`src/rtl/sfr_pkg.sv`:
```
package sfr_pkg;
   localparam int unsigned MIN_WORD  = 5;
   localparam logic [1:0]  STOP_TWO  = 2'b10;

   // start + data + parity + two stop bits
   function automatic int unsigned frame_bits(input int unsigned max_word);
      return 1 + max_word + 1 + 2;
   endfunction
endpackage

```
`src/rtl/sfr_frame_build.sv`:
```
module sfr_frame_build #(
   parameter int unsigned MAX_WORD    = 8,
   parameter int unsigned WIDTH_FLD_W = 4,
   parameter int unsigned FRAME_W     = 12,
   parameter int unsigned CNT_W       = 4
) (
   input  logic [MAX_WORD-1:0]    data,
   input  logic [WIDTH_FLD_W-1:0] width_fld,
   input  logic                   par_en,
   input  logic                   par_odd,
   input  logic [1:0]             stop_fld,
   input  logic                   idle,
   output logic [FRAME_W-1:0]     frame,
   output logic [CNT_W-1:0]       nbits
);
   import sfr_pkg::*;

   logic [CNT_W-1:0]    w_eff;
   logic [MAX_WORD-1:0] mask;
   logic                par_bit;

   always_comb begin
      if (32'(width_fld) < MIN_WORD)      w_eff = CNT_W'(MIN_WORD);
      else if (32'(width_fld) > MAX_WORD) w_eff = CNT_W'(MAX_WORD);
      else                                w_eff = CNT_W'(width_fld);
   end

   for (genvar i = 0; i < MAX_WORD; i++) begin : g_mask
      assign mask[i] = (CNT_W'(i) < w_eff);
   end

   assign par_bit = (^(data & mask)) ^ par_odd;

   always_comb begin
      frame    = {FRAME_W{idle}};
      frame[0] = ~idle;
      for (int i = 0; i < int'(MAX_WORD); i++) begin
         if (mask[i]) frame[1+i] = data[i];
      end
      if (par_en) frame[1 + 32'(w_eff)] = par_bit;
      nbits = CNT_W'(1) + w_eff + CNT_W'(par_en) +
              ((stop_fld == STOP_TWO) ? CNT_W'(2) : CNT_W'(1));
   end
endmodule

```
`src/rtl/sfr_bit_timer.sv`:
```
module sfr_bit_timer #(
   parameter int unsigned PERIOD_W = 16
) (
   input  logic                clk,
   input  logic                rst_n,
   input  logic                load,
   input  logic                run,
   input  logic [PERIOD_W-1:0] period_in,
   output logic                tick
);
   logic [PERIOD_W-1:0] per_q;
   logic [PERIOD_W-1:0] cnt;
   logic [PERIOD_W-1:0] per_eff;

   assign per_eff = (period_in == '0) ? PERIOD_W'(1) : period_in;
   assign tick    = (cnt == '0);

   always_ff @(posedge clk or negedge rst_n) begin
      if (!rst_n) begin
         per_q <= PERIOD_W'(1);
         cnt   <= '0;
      end else if (load) begin
         per_q <= per_eff;
         cnt   <= per_eff - PERIOD_W'(1);
      end else if (run) begin
         if (tick) cnt <= per_q - PERIOD_W'(1);
         else      cnt <= cnt - PERIOD_W'(1);
      end
   end
endmodule

```
`src/rtl/sfr_shifter.sv`:
```
module sfr_shifter #(
   parameter int unsigned FRAME_W = 12,
   parameter int unsigned CNT_W   = 4
) (
   input  logic               clk,
   input  logic               rst_n,
   input  logic               load,
   input  logic               step,
   input  logic [FRAME_W-1:0] frame_in,
   input  logic [CNT_W-1:0]   nbits_in,
   input  logic               idle_in,
   output logic               ser_bit,
   output logic               last,
   output logic               busy
);
   logic [FRAME_W-1:0] sh;
   logic [CNT_W-1:0]   left;
   logic               fill;

   assign ser_bit = sh[0];
   assign last    = (left == '0);

   always_ff @(posedge clk or negedge rst_n) begin
      if (!rst_n) begin
         sh   <= '1;
         left <= '0;
         busy <= 1'b0;
         fill <= 1'b1;
      end else if (load) begin
         sh   <= frame_in;
         left <= nbits_in - CNT_W'(1);
         busy <= 1'b1;
         fill <= idle_in;
      end else if (step) begin
         if (last) begin
            busy <= 1'b0;
         end else begin
            sh   <= {fill, sh[FRAME_W-1:1]};
            left <= left - CNT_W'(1);
         end
      end
   end
endmodule

```
`src/rtl/sfr_tx.sv`:
```
module sfr_tx #(
   parameter int unsigned MAX_WORD    = 8,
   parameter int unsigned WIDTH_FLD_W = 4,
   parameter int unsigned PERIOD_W    = 16
) (
   input  logic                   clk,
   input  logic                   rst_n,
   input  logic                   cfg_idle,
   input  logic [WIDTH_FLD_W-1:0] cfg_width,
   input  logic                   cfg_par_en,
   input  logic                   cfg_par_odd,
   input  logic [1:0]             cfg_stop,
   input  logic [PERIOD_W-1:0]    cfg_period,
   input  logic                   q_valid,
   input  logic [MAX_WORD-1:0]    q_data,
   output logic                   q_pop,
   output logic                   tx_line,
   output logic                   tx_busy
);
   import sfr_pkg::*;

   localparam int unsigned FRAME_W = frame_bits(MAX_WORD);
   localparam int unsigned CNT_W   = $clog2(FRAME_W + 1);

   if (MAX_WORD < MIN_WORD) begin : g_bad_word
      $error("sfr_tx: MAX_WORD must be at least MIN_WORD");
   end
   if ((1 << WIDTH_FLD_W) <= MAX_WORD) begin : g_bad_fld
      $error("sfr_tx: WIDTH_FLD_W too narrow to encode MAX_WORD");
   end
   if (PERIOD_W < 1) begin : g_bad_per
      $error("sfr_tx: PERIOD_W must be positive");
   end

   logic [FRAME_W-1:0] frame;
   logic [CNT_W-1:0]   nbits;
   logic               tick;
   logic               ser_bit;
   logic               last;
   logic               frame_end;

   sfr_frame_build #(
      .MAX_WORD(MAX_WORD), .WIDTH_FLD_W(WIDTH_FLD_W),
      .FRAME_W(FRAME_W), .CNT_W(CNT_W)
   ) u_build (
      .data(q_data), .width_fld(cfg_width), .par_en(cfg_par_en),
      .par_odd(cfg_par_odd), .stop_fld(cfg_stop), .idle(cfg_idle),
      .frame(frame), .nbits(nbits)
   );

   sfr_bit_timer #(.PERIOD_W(PERIOD_W)) u_timer (
      .clk(clk), .rst_n(rst_n), .load(q_pop), .run(tx_busy),
      .period_in(cfg_period), .tick(tick)
   );

   sfr_shifter #(.FRAME_W(FRAME_W), .CNT_W(CNT_W)) u_shift (
      .clk(clk), .rst_n(rst_n), .load(q_pop), .step(tx_busy & tick),
      .frame_in(frame), .nbits_in(nbits), .idle_in(cfg_idle),
      .ser_bit(ser_bit), .last(last), .busy(tx_busy)
   );

   assign frame_end = tx_busy & tick & last;
   assign q_pop     = q_valid & (~tx_busy | frame_end);
   assign tx_line   = tx_busy ? ser_bit : cfg_idle;
endmodule

```
`config.mk`:
```
export PLATFORM = sky130hd
export DESIGN_NAME = sfr_tx
export DESIGN_NICKNAME = d
export VERILOG_FILES = /design/src/rtl/sfr_pkg.sv /design/src/rtl/sfr_frame_build.sv /design/src/rtl/sfr_bit_timer.sv /design/src/rtl/sfr_shifter.sv /design/src/rtl/sfr_tx.sv
export SDC_FILE = /design/constraint.sdc
export NUM_CORES = 1
export LEC_CHECK = 0
export ABC_CLOCK_PERIOD_IN_PS = 5900
export BUFFER_PORTS_ARGS = -buffer_cell sky130_fd_sc_hd__buf_2
export CORE_ASPECT_RATIO = 0.5
export CORE_UTILIZATION = 40
export DETAILED_ROUTE_END_ITERATION = 8
export PLACE_DENSITY_LB_ADDON = 0.05
export SKIP_LAST_GASP = 1
export SLEW_MARGIN = 10
export SYNTH_ARGS = -nofsm -noshare
export SYNTH_HDL_FRONTEND = slang
export SYNTH_SLANG_ARGS = --single-unit
```
`constraint.sdc`:
```
create_clock -name clk -period 5.9 [get_ports clk]
set_input_delay 0 -clock clk [delete_from_list [all_inputs] [get_ports clk]]
set_output_delay 0 -clock clk [all_outputs]
set_load 0.005 [all_outputs]
```
* Word-level counts from Yosys, hierarchy flattened
Cells that the tools add are included. W data, S select, Z words.
Operators by class: add/sub/neg operators 9, $lt $le $gt $ge 12, equal/unequal tests 2, mux-type cells 29, bitwise logic cells 8, reduce and logical (&&, ||, !) cells 10
Operators by type and width (count):
- $mux W16 | 4
- $mux W12 | 4
- $sub A16 B1 Y16 const B | 3
- $ge A32 B1 Y1 const B | 1
- $logic_not A16 Y1 | 2
- $lt A32 B5 Y1 const B | 1
- $mux W4 | 5
- $lt A3 B4 Y1 const A | 4
- $mux W1 | 13
- $bwmux W12 | 1
- $and A8 B8 Y8 | 1
- $lt A1 B4 Y1 const A | 2
- $lt A2 B4 Y1 const A | 2
- $reduce_xor A8 Y1 | 1
- $sub A4 B1 Y4 const B | 2
- $reduce_bool A2 Y1 | 3
- $add A1 B4 Y5 const A | 1
- $add A1 B4 Y4 const A | 1
- $add A4 B1 Y4 | 1
- $add A4 B4 Y4 | 1
- $demux W1 S4 | 1
- $gt A4 B4 Y1 const B | 1
- $logic_not A4 Y1 | 1
- $lt A4 B3 Y1 const B | 1
- other kinds (9) | 13
Storage, ports and cells: bits in registers 50, bits of input ports 36, word-level logic and storage cells 76

* Logic depth before layout (Yosys ltp)
depth after elaboration 11, gate-level depth with buffers 16, gate-level depth less buffers 14

* Modules after synthesis
A second synthesis with hierarchy kept.
Unflattened totals: cells, all modules 398, area, all modules 3399.5 um2
Modules (own cells, without submodules):
- sfr_bit_timer | times used 1, cells each 238, area an instance 2008.2 um2
- sfr_shifter | times used 1, cells each 98, area an instance 933.4 um2
- sfr_frame_build | times used 1, cells each 58, area an instance 424.2 um2
- sfr_tx | times used 1, cells each 4, area an instance 33.8 um2

* Worst setup path after synthesis
Ideal clock, no wire load.
path type flip-flop to flip-flop, from register u_timer.cnt[5], to register u_timer.cnt[8], arrival time 3.385 ns, data required time 5.831 ns, path slack 2.446 ns, cell stages (with the launch flop) 13, buffers on the path 2, cell sequence dfrtp_1 > or4_1 > or4b_4 > o21a_4 > inv_2 > buf_2 > clkbuf_1 > nand2_1 > o21a_1 > ha_1 > and3_1 > or4_1 > nand3_1
On the way: longest elaborated chain between the ends 6, elaborated cells on any way between the ends 10, those cells by class add/sub (1); mux (3); bitwise (4); reduce/logical (2)
RTL lines:
- start: declaration | line sfr_bit_timer.sv:12 | logic [PERIOD_W-1:0] cnt;
- start signal: assignment | line sfr_bit_timer.sv:24 | cnt <= per_eff - PERIOD_W'(1);
- start signal: assignment | line sfr_bit_timer.sv:26 | if (tick) cnt <= per_q - PERIOD_W'(1);
- start signal: assignment | line sfr_bit_timer.sv:27 | else cnt <= cnt - PERIOD_W'(1);
- parallel branches: the longest is 6 deep, another holds $sub A16 B1 Y16
Several ways; the timed one is not identified. The select of a mux whose other input is x is not followed. A chain may end at the register's enable or synchronous reset.

* Worst setup path in the final report
from register u_shift.left[0], to register u_timer.cnt[8]
On the way: longest elaborated chain between the ends 5, elaborated cells on any way between the ends 6, those cells by class mux (1); bitwise (3); reduce/logical (2)
RTL lines:
- start: declaration | line sfr_shifter.sv:17 | logic [CNT_W-1:0] left;
- start signal: assignment | line sfr_shifter.sv:31 | left <= nbits_in - CNT_W'(1);
- start signal: assignment | line sfr_shifter.sv:39 | left <= left - CNT_W'(1);
- $logic_not A4 Y1 (*) | line sfr_shifter.sv:21 | assign last = (left == '0);
- $and A1 B1 Y1 (*) | line sfr_tx.sv:62 | assign frame_end = tx_busy & tick & last;
- $or A1 B1 Y1 (*) | line sfr_tx.sv:63 | assign q_pop = q_valid & (~tx_busy | frame_end);
- $and A1 B1 Y1 (*) | line sfr_tx.sv:63
- $mux W16 / $reduce_bool A2 Y1 (equally long branches)
Mark *: on every way between the ends. The rest lies on a longest branch, timed or not.

==> implementation parameters <==
Parameter                              Value

Run status
  Status ... finished clean

Global routing
  Global-route wire length before repair ... 15400 um
  Number of global-route vias before repair ... 3098
  Met1 usage in global routing ... 29.6%
  Sum of overflow across all layers after global routing ... 0
  Antenna violations before repair ... 0
  Peak-usage layer in the global routing report ... met2
  Met2 GRT Util ... 39.3%
  Maximum number of pins on one net before global-route repair ... 51
  All-layer global routing usage ... 22.6%
  Met3 routing resource usage after global routing ... 4.64%

Floorplanning
  Die Ht ... 66.8 um
  Die W ... 132 um
  Die area ... 0.00878 mm^2
  IO Count ... 39
  Core region area ... 0.00806 mm^2
  Core Rows ... 23
  Effective utilization at floorplan ... 41.6%

Power
  Tot Pwr ... 0.00107 W
  Power density normalized to cell area ... 269 mW/mm^2
  Seq pwr share ... 44.3%
  Combinational group share of total power ... 28.6%
  Relative contribution of the clock network to total power ... 27.2%
  Fraction of power spent switching nets ... 34.9%
  Peak ir drop on the vdd network ... 0.126 mV
  Static leakage power ... 1.73 nW
  Internal power component ... 0.000694 W
  Sw Pwr ... 0.000373 W

Clock tree
  CTS-repair resized insts ... 0
  Root buffer cell ... sky130_fd_sc_hd__clkbuf_16
  Worst-skew pair later-pin latency ... 0.29 ns
  Max Buffers Root-to-Sink ... 2
  Clock sink count ... 50
  Clock slew at the register clock pins of the worst setup and hold paths ... 0.07 ns
  Setup repair bufs after CTS ... 0
  Number of H-tree branching levels ... 2
  Clock buffers created by TritonCTS ... 5
  TritonCTS clock tree ... built

Layout
  ANT cells ... 0
  Share of post-route cells with drive strength above 1 ... 16.1%
  Number of nets in the layout ... 502
  Area growth from synthesis to layout ... 18.1%
  Final standard cell count with taps included and fillers excluded ... 573

Routing
  Detailed-route DRC error count ... 0
  Detailed Route Iter0 Violations ... 210
  Via Count ... 3240
  Routed vias/inst ... 5.65
  Antenna violation net count after detailed routing ... 0
  Final routed wire length divided by cell count ... 16.3 um
  WL final ... 9360 um
  First-pass iteration count of the detailed router ... 4

Yosys
  Xor and xnor area share after synthesis ... 4.18%
  Biggest area contributors in the synthesized netlist ... sky130_fd_sc_hd__dfrtp_1 27%, sky130_fd_sc_hd__dfstp_2 11%, sky130_fd_sc_hd__nand2_1 9.6%
  Flop and latch count out of synthesis ... 50
  Simple logic cell fraction of the synthesized area ... 28.4%
  Average footprint of a synthesized cell ... 8.07 um^2
  Yosys top cell area share ... 26.8%
  Proportion of register bits with asynchronous set or reset after synthesis ... 100%
  Post-synthesis sequential area ratio ... 37.8%
  Gate count of the mapped netlist ... 416
  Count of different cell masters after synthesis ... 60
  Cell type contributing the most total cell area after synthesis ... sky130_fd_sc_hd__dfrtp_1
  Most repeated cell in the gate-level netlist after synthesis ... sky130_fd_sc_hd__nand2_1
  Adder-cell share of the synthesized area ... 2.68%
  Net count of the mapped netlist ... 458
  Number of warnings issued by yosys ... 0
  Count of flip-flops with a built-in enable after synthesis ... 0
  Synthesized-area fraction occupied by ao, oa, aoi and oai cells ... 20.4%
  Multiplexer share of the synthesized area ... 2.98%
  Top cells by instance count after synthesis ... 86 x sky130_fd_sc_hd__nand2_1, 47 x sky130_fd_sc_hd__nor2_1, 36 x sky130_fd_sc_hd__dfrtp_1
  Top flip-flop cell by instance count after synthesis ... sky130_fd_sc_hd__dfrtp_1
  Largest family of logic cells by synthesized area ... simple AND/OR/NAND/NOR gates
  Syn Std Cell Area ... 0.00336 mm^2

STA
  Slew at the pin closest to its max-slew limit ... 1.27 ns
  Setup repair after global routing missed its margin ... no
  Post-route worst hold slack ... 0.0120 ns
  Post-route clock period utilization ... 69.1%
  Highest clock frequency the design can meet ... 245 MHz
  Total setup violations reported at the end of the flow ... 0
  Post-layout min period ... 4.08 ns
  Sum of negative setup slack ... 0 ns
  Worst relative slew slack ... 14.7%
  Max Slew Vio Count ... 0
  Setup ws final ... 1.82 ns
  Clock skew after layout ... 0.00670 ns
  Count of final hold-check violations ... 0

Worst setup path
  Crit path required time ... 6.13 ns
  Minimum setup slack among reg-to-reg paths ... 1.82 ns
  Logic depth of the worst register-to-register path ... 13
  Kind of critical path ... reg2reg
  Endpoint of the most critical register-to-register path ... u_timer.cnt[8]
  Nature of the critical path endpoint ... register
  Worst Path Max Fanout ... 43
  Element type at the critical path start ... register
  Startpoint of the lowest-slack register-to-register path ... u_shift.left[0]
  Data arrival time of the worst path ... 4.30 ns

Min path
  Hold path endpoint ... u_timer.per_q[8]
  Path class of the lowest-slack min-delay path ... in2reg
  Startpoint of the most critical hold path ... cfg_period[8]
  Hold Path Cell Cnt ... 3

Placed design
  Port Buffers ... 38
  Total instance count after detailed placement ... 545
  Placer Congestion ... 0.911
  HPWL Detailed ... 6650 um
  DP Worst Slack ... 1.86 ns

Job
  Number of maximum-capacitance constraint violations ... 0
## metal layers
| metal | wire length (um) | up-vias |
|---|---|---|
| met1 | 4540 | 1547 |
| met2 | 4270 | 97 |
| met4 | 70 | 0 |
| li1 | - | 1587 |
| met3 | 477 | 9 |
| met5 | 0 | - |
## cells by family (layout without fill, tap and decap cells)
logic type | count (synthesis) | after routing
buffers and inverters | 31 | 76
DFF | 50 | 50
AOI/OAI and AO/OA | 99 | 99
and+or+nand+nor | 204 | 204
muxes | 10 | 10
xor gates and xnor gates | 16 | 16
adders and majority gates | 6 | 6
## power by group through the flow
stage | clock, W | combinational, W | sequential (W)
after floorplan | 0 | 0.000236 | 0.000440
after global placement | 0 | 0.000289 | 0.000473
after detailed placement | 0 | 0.000293 | 0.000475
after CTS | 0.000297 | 0.000304 | 0.000470
after global routing | 0.000313 | 0.000343 | 0.000482
final | 0.000290 | 0.000305 | 0.000472
## critical path: stages (launching register included)
cell	delay [ns]
sky130_fd_sc_hd__dfrtp_1	0.40
sky130_fd_sc_hd__inv_1	0.09
sky130_fd_sc_hd__ha_1	0.16
sky130_fd_sc_hd__nor4bb_2	0.23
sky130_fd_sc_hd__buf_4	0.24
sky130_fd_sc_hd__or4b_4	0.51
sky130_fd_sc_hd__o21a_4	0.37
sky130_fd_sc_hd__inv_2	0.61
sky130_fd_sc_hd__nand2_1	0.18
sky130_fd_sc_hd__o21a_1	0.15
sky130_fd_sc_hd__ha_1	0.30
sky130_fd_sc_hd__and3_1	0.20
sky130_fd_sc_hd__or4_1	0.46
sky130_fd_sc_hd__nand3_1	0.08
## through the flow
step                      area, um^2  util, %
after floorplan                 3360        -
after global placement          3620     44.9
after detailed placement        3620     44.9
after CTS                       3960     49.2
after global routing            3960     49.2
final                           3960     49.2
## state kept, by name (all words and copies together) (netlist names)
| register | count |
|---|---|
| u_timer.cnt | 16 |
| u_timer.per_q | 16 |
| u_shift.sh | 12 |
| u_shift.left | 4 |
| u_shift.busy | 1 |
| u_shift.fill | 1 |
## final cells by class
cell class / instances / area, um^2
well taps: 112 / 140
multi-input cells: 335 / 1970
inverters: 8 / 30.0
clock inverters: 3 / 20.0
clock buffers: 5 / 125
repair buffers: 60 / 405
flip-flops and latches: 50 / 1270
fillers: 791 / 4090
## placed cells by master, fill, tap and decap left out, types with 12 or more instances in the layout
master / count
sky130_fd_sc_hd__nor2_1: 47
sky130_fd_sc_hd__o21ai_0: 22
sky130_fd_sc_hd__a21oi_1: 18
sky130_fd_sc_hd__dlygate4sd3_1: 20
sky130_fd_sc_hd__nor4_1: 12
sky130_fd_sc_hd__nor3_1: 18
sky130_fd_sc_hd__buf_2: 38
sky130_fd_sc_hd__dfstp_2: 14
sky130_fd_sc_hd__xnor2_1: 13
sky130_fd_sc_hd__dfrtp_1: 36
sky130_fd_sc_hd__nand2_1: 86
## repair_timing
item,CTS,global route
endpoints found under the setup margin,0,0
hold endpoints to repair,55,0
hold buffers,20,0
## worst max path at each step
stage,start,end,slack (ns),depth (start not counted)
finish,u_shift.left[0],u_timer.cnt[8],1.82,13
global route,u_shift.left[0],u_timer.cnt[12],1.52,13
CTS,u_shift.left[0],u_timer.cnt[8],1.87,13
detailed placement,u_shift.left[0],u_timer.cnt[8],1.86,13
global placement,u_shift.left[0],u_timer.cnt[8],2.00,13
floorplan,u_timer.cnt[5],u_timer.cnt[8],2.45,12
Note: power is estimated with default switching activity, not from simulation.
